**config.mk**
```make
export PLATFORM = sky130hd
export DESIGN_NAME = addr_win_decoder
export DESIGN_NICKNAME = d
export VERILOG_FILES = /design/src/rtl/awd_pkg.sv /design/src/rtl/awd_window_match.sv /design/src/rtl/awd_regfile.sv /design/src/rtl/awd_select.sv /design/src/rtl/addr_win_decoder.sv
export SDC_FILE = /design/constraint.sdc
export NUM_CORES = 2
export LEC_CHECK = 0
export BUFFER_PORTS_ARGS = -buffer_cell sky130_fd_sc_hd__buf_2
export CAP_MARGIN = 15
export CORE_UTILIZATION = 36
export DETAILED_ROUTE_END_ITERATION = 10
export PLACE_DENSITY = 0.58
export SYNTH_ARGS = -nofsm -noshare
export SYNTH_HDL_FRONTEND = slang
export SYNTH_SLANG_ARGS = --single-unit
export TNS_END_PERCENT = 5
```
**constraint.sdc**
```tcl
create_clock -name clk -period 6.4 [get_ports clk]
set_clock_uncertainty 0.1 [all_clocks]
set_input_delay 1.28 -clock clk [delete_from_list [all_inputs] [get_ports clk]]
set_output_delay 1.28 -clock clk [all_outputs]
set_load 0.01 [all_outputs]
```
**src/rtl/awd_pkg.sv**
```systemverilog
package awd_pkg;
    // Lowest and highest physical address bits that form a 1 MB block number
    localparam int BLK_LSB = 20;
    localparam int BLK_MSB = 47;
    localparam int BLK_W   = BLK_MSB - BLK_LSB + 1;
    localparam int REG_W   = 32;
    localparam int TGT_W   = 4;
    localparam int SEC_W   = 4;

    // Security qualifier bit positions
    localparam int SEC_CTRL_WR = 0;
    localparam int SEC_CTRL_RD = 1;
    localparam int SEC_DATA_WR = 2;
    localparam int SEC_DATA_RD = 3;

    // Register selectors inside a window group (reg_addr[4:2])
    localparam logic [2:0] SEL_CTRL = 3'd0;
    localparam logic [2:0] SEL_SEC  = 3'd1;
    localparam logic [2:0] SEL_LO   = 3'd2;
    localparam logic [2:0] SEL_HI   = 3'd3;

    typedef struct packed {
        logic             en;
        logic [TGT_W-1:0] tgt;
        logic [SEC_W-1:0] sec;
        logic [BLK_W-1:0] lo;
        logic [BLK_W-1:0] hi;
    } win_cfg_t;
endpackage

```
**src/rtl/awd_window_match.sv**
```systemverilog
// awd_window_match: compares one block number against one window.
// Assumes: the caller supplies the block number already cut from the
// address and a flag saying the address lies inside the decoded range.
// FIXED=1 gives a base-relative span of FIXED_BLOCKS blocks and ignores
// both the high bound and the enable bit.
module awd_window_match
    import awd_pkg::*;
#(
    parameter bit FIXED        = 1'b0,
    parameter int FIXED_BLOCKS = 16
) (
    input  win_cfg_t         cfg,
    input  logic [BLK_W-1:0] blk,
    input  logic             in_range,
    output logic             hit
);
    localparam int SUM_W = BLK_W + 1;

    generate
        if (FIXED) begin : g_fixed
            logic [SUM_W-1:0] last_blk;
            logic             unused_cfg;
            // Inclusive last block of the fixed-span window
            always_comb last_blk = {1'b0, cfg.lo} + SUM_W'(FIXED_BLOCKS - 1);
            // Span test from the movable base
            always_comb hit = in_range && (blk >= cfg.lo) &&
                              ({1'b0, blk} <= last_blk);
            always_comb unused_cfg = ^{cfg.hi, cfg.en, cfg.tgt, cfg.sec};
        end else begin : g_range
            logic unused_cfg;
            // Inclusive low/high bound test on an enabled window
            always_comb hit = in_range && cfg.en &&
                              (blk >= cfg.lo) && (blk <= cfg.hi);
            always_comb unused_cfg = ^{cfg.tgt, cfg.sec};
        end
    endgenerate
endmodule

```
**src/rtl/awd_regfile.sv**
```systemverilog
// awd_regfile: window configuration storage behind the register bus.
// Assumes: one access per cycle per strobe. A read issued in the same
// cycle as a write returns the value held before that write.
// Window 0's enable bit is held at 1 on every write.
module awd_regfile
    import awd_pkg::*;
#(
    parameter  int NUM_WIN = 16,
    localparam int IDX_W   = $clog2(NUM_WIN),
    localparam int RA_W    = IDX_W + 5
) (
    input  logic                   clk,
    input  logic                   rst_n,
    input  logic                   wr_en,
    input  logic                   rd_en,
    input  logic                   secure,
    input  logic [RA_W-1:0]        addr,
    input  logic [REG_W-1:0]       wdata,
    output logic [REG_W-1:0]       rdata,
    output win_cfg_t [NUM_WIN-1:0] cfg
);
    win_cfg_t [NUM_WIN-1:0] cfg_q;
    logic [IDX_W-1:0]       widx;
    logic [2:0]             sel;
    logic                   idx_ok;
    logic                   wr_ok;
    logic                   rd_ok;
    logic [REG_W-1:0]       rd_mux;
    logic                   unused_bits;

    // Split the byte address into window index and register selector
    always_comb begin
        widx = addr[RA_W-1:5];
        sel  = addr[4:2];
    end

    always_comb unused_bits = ^{addr[1:0], wdata[31:12], wdata[7:4]};

    // Access permission for the addressed group
    always_comb begin
        idx_ok = (int'(widx) < NUM_WIN);
        wr_ok  = idx_ok && (secure || !cfg_q[widx].sec[SEC_CTRL_WR]);
        rd_ok  = idx_ok && (secure || !cfg_q[widx].sec[SEC_CTRL_RD]);
    end

    // Configuration write and reset values
    always_ff @(posedge clk) begin
        if (!rst_n) begin
            for (int i = 0; i < NUM_WIN; i++) begin
                cfg_q[i] <= '0;
            end
            cfg_q[0].en <= 1'b1;
        end else if (wr_en && wr_ok) begin
            case (sel)
                SEL_CTRL: begin
                    cfg_q[widx].en  <= wdata[0] | (widx == '0);
                    cfg_q[widx].tgt <= wdata[11:8];
                end
                SEL_SEC: cfg_q[widx].sec <= wdata[SEC_W-1:0];
                SEL_LO:  cfg_q[widx].lo  <= wdata[31:4];
                SEL_HI:  cfg_q[widx].hi  <= wdata[31:4];
                default: ;
            endcase
        end
    end

    // Read data selection for the addressed register
    always_comb begin
        rd_mux = '0;
        if (rd_ok) begin
            case (sel)
                SEL_CTRL: rd_mux = {20'b0, cfg_q[widx].tgt, 7'b0, cfg_q[widx].en};
                SEL_SEC:  rd_mux = {28'b0, cfg_q[widx].sec};
                SEL_LO:   rd_mux = {cfg_q[widx].lo, 4'b0};
                SEL_HI:   rd_mux = {cfg_q[widx].hi, 4'b0};
                default:  rd_mux = '0;
            endcase
        end
    end

    // Registered read data
    always_ff @(posedge clk) begin
        if (!rst_n) begin
            rdata <= '0;
        end else if (rd_en) begin
            rdata <= rd_mux;
        end
    end

    always_comb cfg = cfg_q;
endmodule

```
**src/rtl/awd_select.sv**
```systemverilog
// awd_select: priority pick among window matches, security check and
// result register.
// Assumes: hits[i] is already qualified by enable and range, and the
// lowest index takes priority.
module awd_select
    import awd_pkg::*;
#(
    parameter  int NUM_WIN = 16,
    localparam int IDX_W   = $clog2(NUM_WIN)
) (
    input  logic                   clk,
    input  logic                   rst_n,
    input  logic [NUM_WIN-1:0]     hits,
    input  win_cfg_t [NUM_WIN-1:0] cfg,
    input  logic                   lk_valid,
    input  logic                   lk_secure,
    input  logic                   lk_write,
    output logic                   res_valid,
    output logic                   res_hit,
    output logic [TGT_W-1:0]       res_target,
    output logic                   res_violation
);
    logic             found;
    logic [IDX_W-1:0] win;
    logic             guarded;
    logic             deny;
    logic             grant;

    // Lowest-numbered matching window
    always_comb begin
        found = 1'b0;
        win   = '0;
        for (int i = NUM_WIN - 1; i >= 0; i--) begin
            if (hits[i]) begin
                found = 1'b1;
                win   = IDX_W'(i);
            end
        end
    end

    // Direction-specific security qualifier of the winner
    always_comb begin
        guarded = lk_write ? cfg[win].sec[SEC_DATA_WR] : cfg[win].sec[SEC_DATA_RD];
        deny    = lk_valid && found && !lk_secure && guarded;
        grant   = lk_valid && found && !deny;
    end

    // One-cycle registered decode result
    always_ff @(posedge clk) begin
        if (!rst_n) begin
            res_valid     <= 1'b0;
            res_hit       <= 1'b0;
            res_target    <= '0;
            res_violation <= 1'b0;
        end else begin
            res_valid     <= lk_valid;
            res_hit       <= grant;
            res_target    <= grant ? cfg[win].tgt : '0;
            res_violation <= deny;
        end
    end
endmodule

```
**src/rtl/addr_win_decoder.sv**
```systemverilog
// addr_win_decoder: sixteen-window address decoder with target routing
// and per-window security qualifiers.
// Assumes: the register bus and lookup port share the clock. Window 0
// is the fixed-span configuration window.
module addr_win_decoder
    import awd_pkg::*;
#(
    parameter  int NUM_WIN   = 16,
    parameter  int W0_BLOCKS = 16,
    localparam int RA_W      = $clog2(NUM_WIN) + 5
) (
    input  logic             clk,
    input  logic             rst_n,
    input  logic             reg_wr_en,
    input  logic             reg_rd_en,
    input  logic             reg_secure,
    input  logic [RA_W-1:0]  reg_addr,
    input  logic [31:0]      reg_wdata,
    output logic [31:0]      reg_rdata,
    input  logic             lk_valid,
    input  logic [63:0]      lk_addr,
    input  logic             lk_secure,
    input  logic             lk_write,
    output logic             res_valid,
    output logic             res_hit,
    output logic [3:0]       res_target,
    output logic             res_violation
);
    win_cfg_t [NUM_WIN-1:0] cfg;
    logic [NUM_WIN-1:0]     hits;
    logic [BLK_W-1:0]       blk;
    logic                   in_range;
    logic                   unused_low;

    // Block number and decoded-range qualifier of the lookup address
    always_comb begin
        blk      = lk_addr[BLK_MSB:BLK_LSB];
        in_range = (lk_addr[63:BLK_MSB+1] == '0);
    end

    always_comb unused_low = ^lk_addr[BLK_LSB-1:0];

    awd_regfile #(.NUM_WIN(NUM_WIN)) u_regs (
        .clk    (clk),
        .rst_n  (rst_n),
        .wr_en  (reg_wr_en),
        .rd_en  (reg_rd_en),
        .secure (reg_secure),
        .addr   (reg_addr),
        .wdata  (reg_wdata),
        .rdata  (reg_rdata),
        .cfg    (cfg)
    );

    generate
        for (genvar w = 0; w < NUM_WIN; w++) begin : g_win
            awd_window_match #(
                .FIXED        (w == 0),
                .FIXED_BLOCKS (W0_BLOCKS)
            ) u_match (
                .cfg      (cfg[w]),
                .blk      (blk),
                .in_range (in_range),
                .hit      (hits[w])
            );
        end
    endgenerate

    awd_select #(.NUM_WIN(NUM_WIN)) u_sel (
        .clk           (clk),
        .rst_n         (rst_n),
        .hits          (hits),
        .cfg           (cfg),
        .lk_valid      (lk_valid),
        .lk_secure     (lk_secure),
        .lk_write      (lk_write),
        .res_valid     (res_valid),
        .res_hit       (res_hit),
        .res_target    (res_target),
        .res_violation (res_violation)
    );
endmodule

```
==> qor.json <==
{
  "run_status": "finished with violations",
  "failed_checks": "DRC, capacitance limit",
  "layout-area-overhead-vs-synth_pct": 13.6,
  "share_comb_of_total_power": 0.112,
  "critical_path_arrival_ns": 6.95,
  "worst_path_most_repeated_cell": "a21oi_1",
  "async_reset_ff_frac": 0,
  "synth_seq_area_share": 0.296,
  "grt_start_max_net_pins": 226,
  "critical_path_class": "in -> reg",
  "cap_violations": 1,
  "synthesis.instances": 8598,
  "setup-violations-final": 0,
  "grt_first_pass_wirelength_um": 426000,
  "synth.area.top_cells": "dfxtp_1, ha_1, nand2_1",
  "post-synth-top-area-cell": "dfxtp_1",
  "regArea_mm2": 0.0216,
  "ant_nets": 0,
  "detail_route.first_pass.iterations": 11,
  "vdd_ir_drop_max_v": 0.000311,
  "groute.usage.overall": 0.282,
  "synth_area_per_cell_um2": 8.48,
  "number_of_global_route_vias_before_repair": 62700,
  "layout-drive-gt1-share": 0.121,
  "total_leakage_power_uw": 0.0281,
  "clk_root_buffer_cell": "clkbuf_16",
  "num-nets-final": 9711,
  "postSynthRegisterBits": 1079,
  "floorplan.core_area_mm2": 0.200,
  "critical_path_start_type": "primary input",
  "cp_top_family": "compound AO/OA/AOI/OAI gates",
  "clock_power_share": 0.488,
  "ys_top_cells_by_count": "nand2_1, dfxtp_1, a21boi_0",
  "net_switching_component_of_the_power_uw": 4520,
  "wl_um": 296000,
  "placement_rows": 164,
  "antenna_found_initial": 42,
  "critical_path.max_fanout": 9,
  "route.detailed.wl_per_inst_um": 25.8,
  "floorplan.die.width_um": 452,
  "crit_slowest_cell": "o32ai_1",
  "cts_hold_buffers": 0,
  "remaining_drc_errors": 2,
  "worst_path_largest_cell_delay_ns": 1.24,
  "floorplan.die.height_um": 452,
  "pin_count": 152,
  "syn_area_mm2": 0.0729,
  "worst-path-buf-inv": 3,
  "cellPowerDensity_mw_per_mm2": 204,
  "footprint_of_the_multi_input_gates_mm2": 0.0463,
  "hold_ws_ns": 0.369,
  "clk_pin_slew_ns": 0.06,
  "power.internal_uw": 12300,
  "initial_core_util": 0.364,
  "slew_violations": 0,
  "totalNegativeSetupSlack_ns": 0,
  "dp_hpwl_um": 216000,
  "met2_wirelength_from_detailed_routing_um": 125000,
  "route.detailed.vias_per_inst": 5.70,
  "drt_iter0_markers": 6944,
  "cts_made_buffers": 132,
  "dr_wl_met3_um": 25900,
  "syn_nets": 9608,
  "overflow": 0,
  "design.die.area_mm2": 0.204,
  "seq_power_share": 0.400,
  "worst_slew_pin_slew_ns": 1.47,
  "cts.sink_count": 1079,
  "count_leader_synth": "nand2_1",
  "worst-endpoint-required_ns": 6.99,
  "met1_length_um": 123000,
  "post_cts_buffers": 0,
  "yosys.area.top_type_share": 0.296,
  "buffer_ports.inserted": 129,
  "ctsLongestPathBuffers": 3,
  "slew-limit-headroom": 0.0150,
  "proportion_of_total_power_due_to_net_switching": 0.268,
  "yosys_warning_count": 0,
  "synth_cell_type_count": 95,
  "cells_traversed_along_the_worst_timing_path": "buf_2 > ha_1 > a21oi_1 > o21ai_0 > a2111oi_0 > a21oi_1 > o211a_1 > o32ai_1 > o211ai_1 > nor3_1 > or2_1 > buf_12 > buf_4 > mux4_1 > a211oi_2 > a2111oi_2",
  "maxUsedRoutingLayer": "met5",
  "ys_dominant_reg_cell": "dfxtp_1",
  "synth-edff-count": 0,
  "vias_after_detailed_routing": 65500,
  "min-delay-path-class": "reg -> reg",
  "dp_slack_ns": -0.418,
  "timing_hold_violations_final": 0,
  "final.fill_count": 19600,
  "f_max_mhz": 157,
  "globalplace.congestion": 1.02,
  "worstSkewPairLatency_ns": 0.82,
  "post-route-worst-setup-slack_ns": 0.0369,
  "worstSetupEndpointType": "register",
  "tritoncts": "yes",
  "layout_min_cycle_time_ns": 6.36,
  "timing.final.crit_share": 0.994,
  "htreeDepth": 4
}
==> power by group through the flow <==
stage | logic (µW) | registers (µW) | clock network, µW
floorplan | 1030 | 6890 | 0
global placement | 1790 | 6900 | 0
detailed placement | 1840 | 6900 | 0
CTS | 1840 | 6750 | 8300
global route | 2020 | 6750 | 8560
finish | 1880 | 6750 | 8230
==> worst paths after layout <==
path	from	end	slack, ns	depth (start not counted)
min reg2reg	register	register	0.37	2
max	lk_addr[31]	u_sel.res_target[3]	0.04	16
max reg2reg	register	u_sel.res_target[0]	0.21	23
min	register	register	0.37	2
==> cell usage in the layout (no fill, tap or decap), drive strengths merged, types with 26 or more instances in the layout <==
cell type     n
nand3       110
ha          897
mux2i       103
a211oi       42
and2         38
nand2      2007
a22oi        41
buf         432
o211ai       48
a21boi      923
a21oi       318
inv         908
o21ai       175
dfxtp      1079
xnor2        26
a21o        119
nand2b       29
nor3         62
nor2        165
nor2b       188
clkbuf      188
nor4         33
nand4       180
mux4        342
o22ai        32
==> worst reg2reg max path: stages (launching register included) <==
cell       delay, ns
dfxtp_1         0.42
inv_1           0.09
ha_1            0.23
nor3b_1         0.20
or3_1           0.48
nor2_2          0.20
nand4_1         0.14
xnor2_1         0.16
ha_1            0.30
nand3_1         0.15
nor4_4          0.40
o21ai_0         0.20
a21oi_2         0.25
o211ai_1        0.25
nand3_2         0.19
nand4b_1        0.21
or4_1           0.66
a21oi_4         0.25
buf_4           0.20
nor4b_1         0.29
a22oi_1         0.16
nand4_2         0.14
o211ai_4        0.15
a2111oi_2       0.30
==> repair_timing <==
item | 4_1_cts | 5_1_grt
gates resized for setup | 1 | 6
pin swaps | 0 | 0
endpoints found under the hold margin | 0 | 0
setup endpoints to repair | 4 | 6
==> routing by layer <==
layer / vias up / GRT usage
met5: - / 0.00536
met4: 22 / 0.185
met3: 583 / 0.0549
met2: 2897 / 0.421
met1: 31900 / 0.370
li1: 30100 / -
==> cell families after synthesis <==
| family | synth area share |
|---|---|
| AND/OR/NAND/NOR | 0.175 |
| flip-flops | 0.296 |
| AO/OA/AOI/OAI | 0.180 |
| XOR/XNOR | 0.00312 |
| buffers and inverters | 0.0711 |
| multiplexers | 0.121 |
| adder cells (fa/ha/maj) | 0.154 |
==> final cells by class <==
class / instances / area share
flip-flops and latches: 1079 / 0.261
repair buffers: 432 / 0.0422
multi-input cells: 6156 / 0.559
inverters: 900 / 0.0408
clock inverters: 51 / 0.00898
diodes: 18 / 0.000544
well taps: 2656 / 0.0401
clock buffers: 188 / 0.0478
==> metrics by stage <==
stage,utilization,area (µm²),total power (µW),std cells
2_1_floorplan,-,72900,7920,8598
3_3_place_gp,0.389,78000,8690,11200
3_5_place_dp,0.389,78000,8730,11200
4_1_cts,0.413,82700,16900,11500
5_1_grt,0.413,82800,17300,11500
6_report,0.413,82800,16900,11500
No activity file was read; power rests on OpenSTA's default activity.
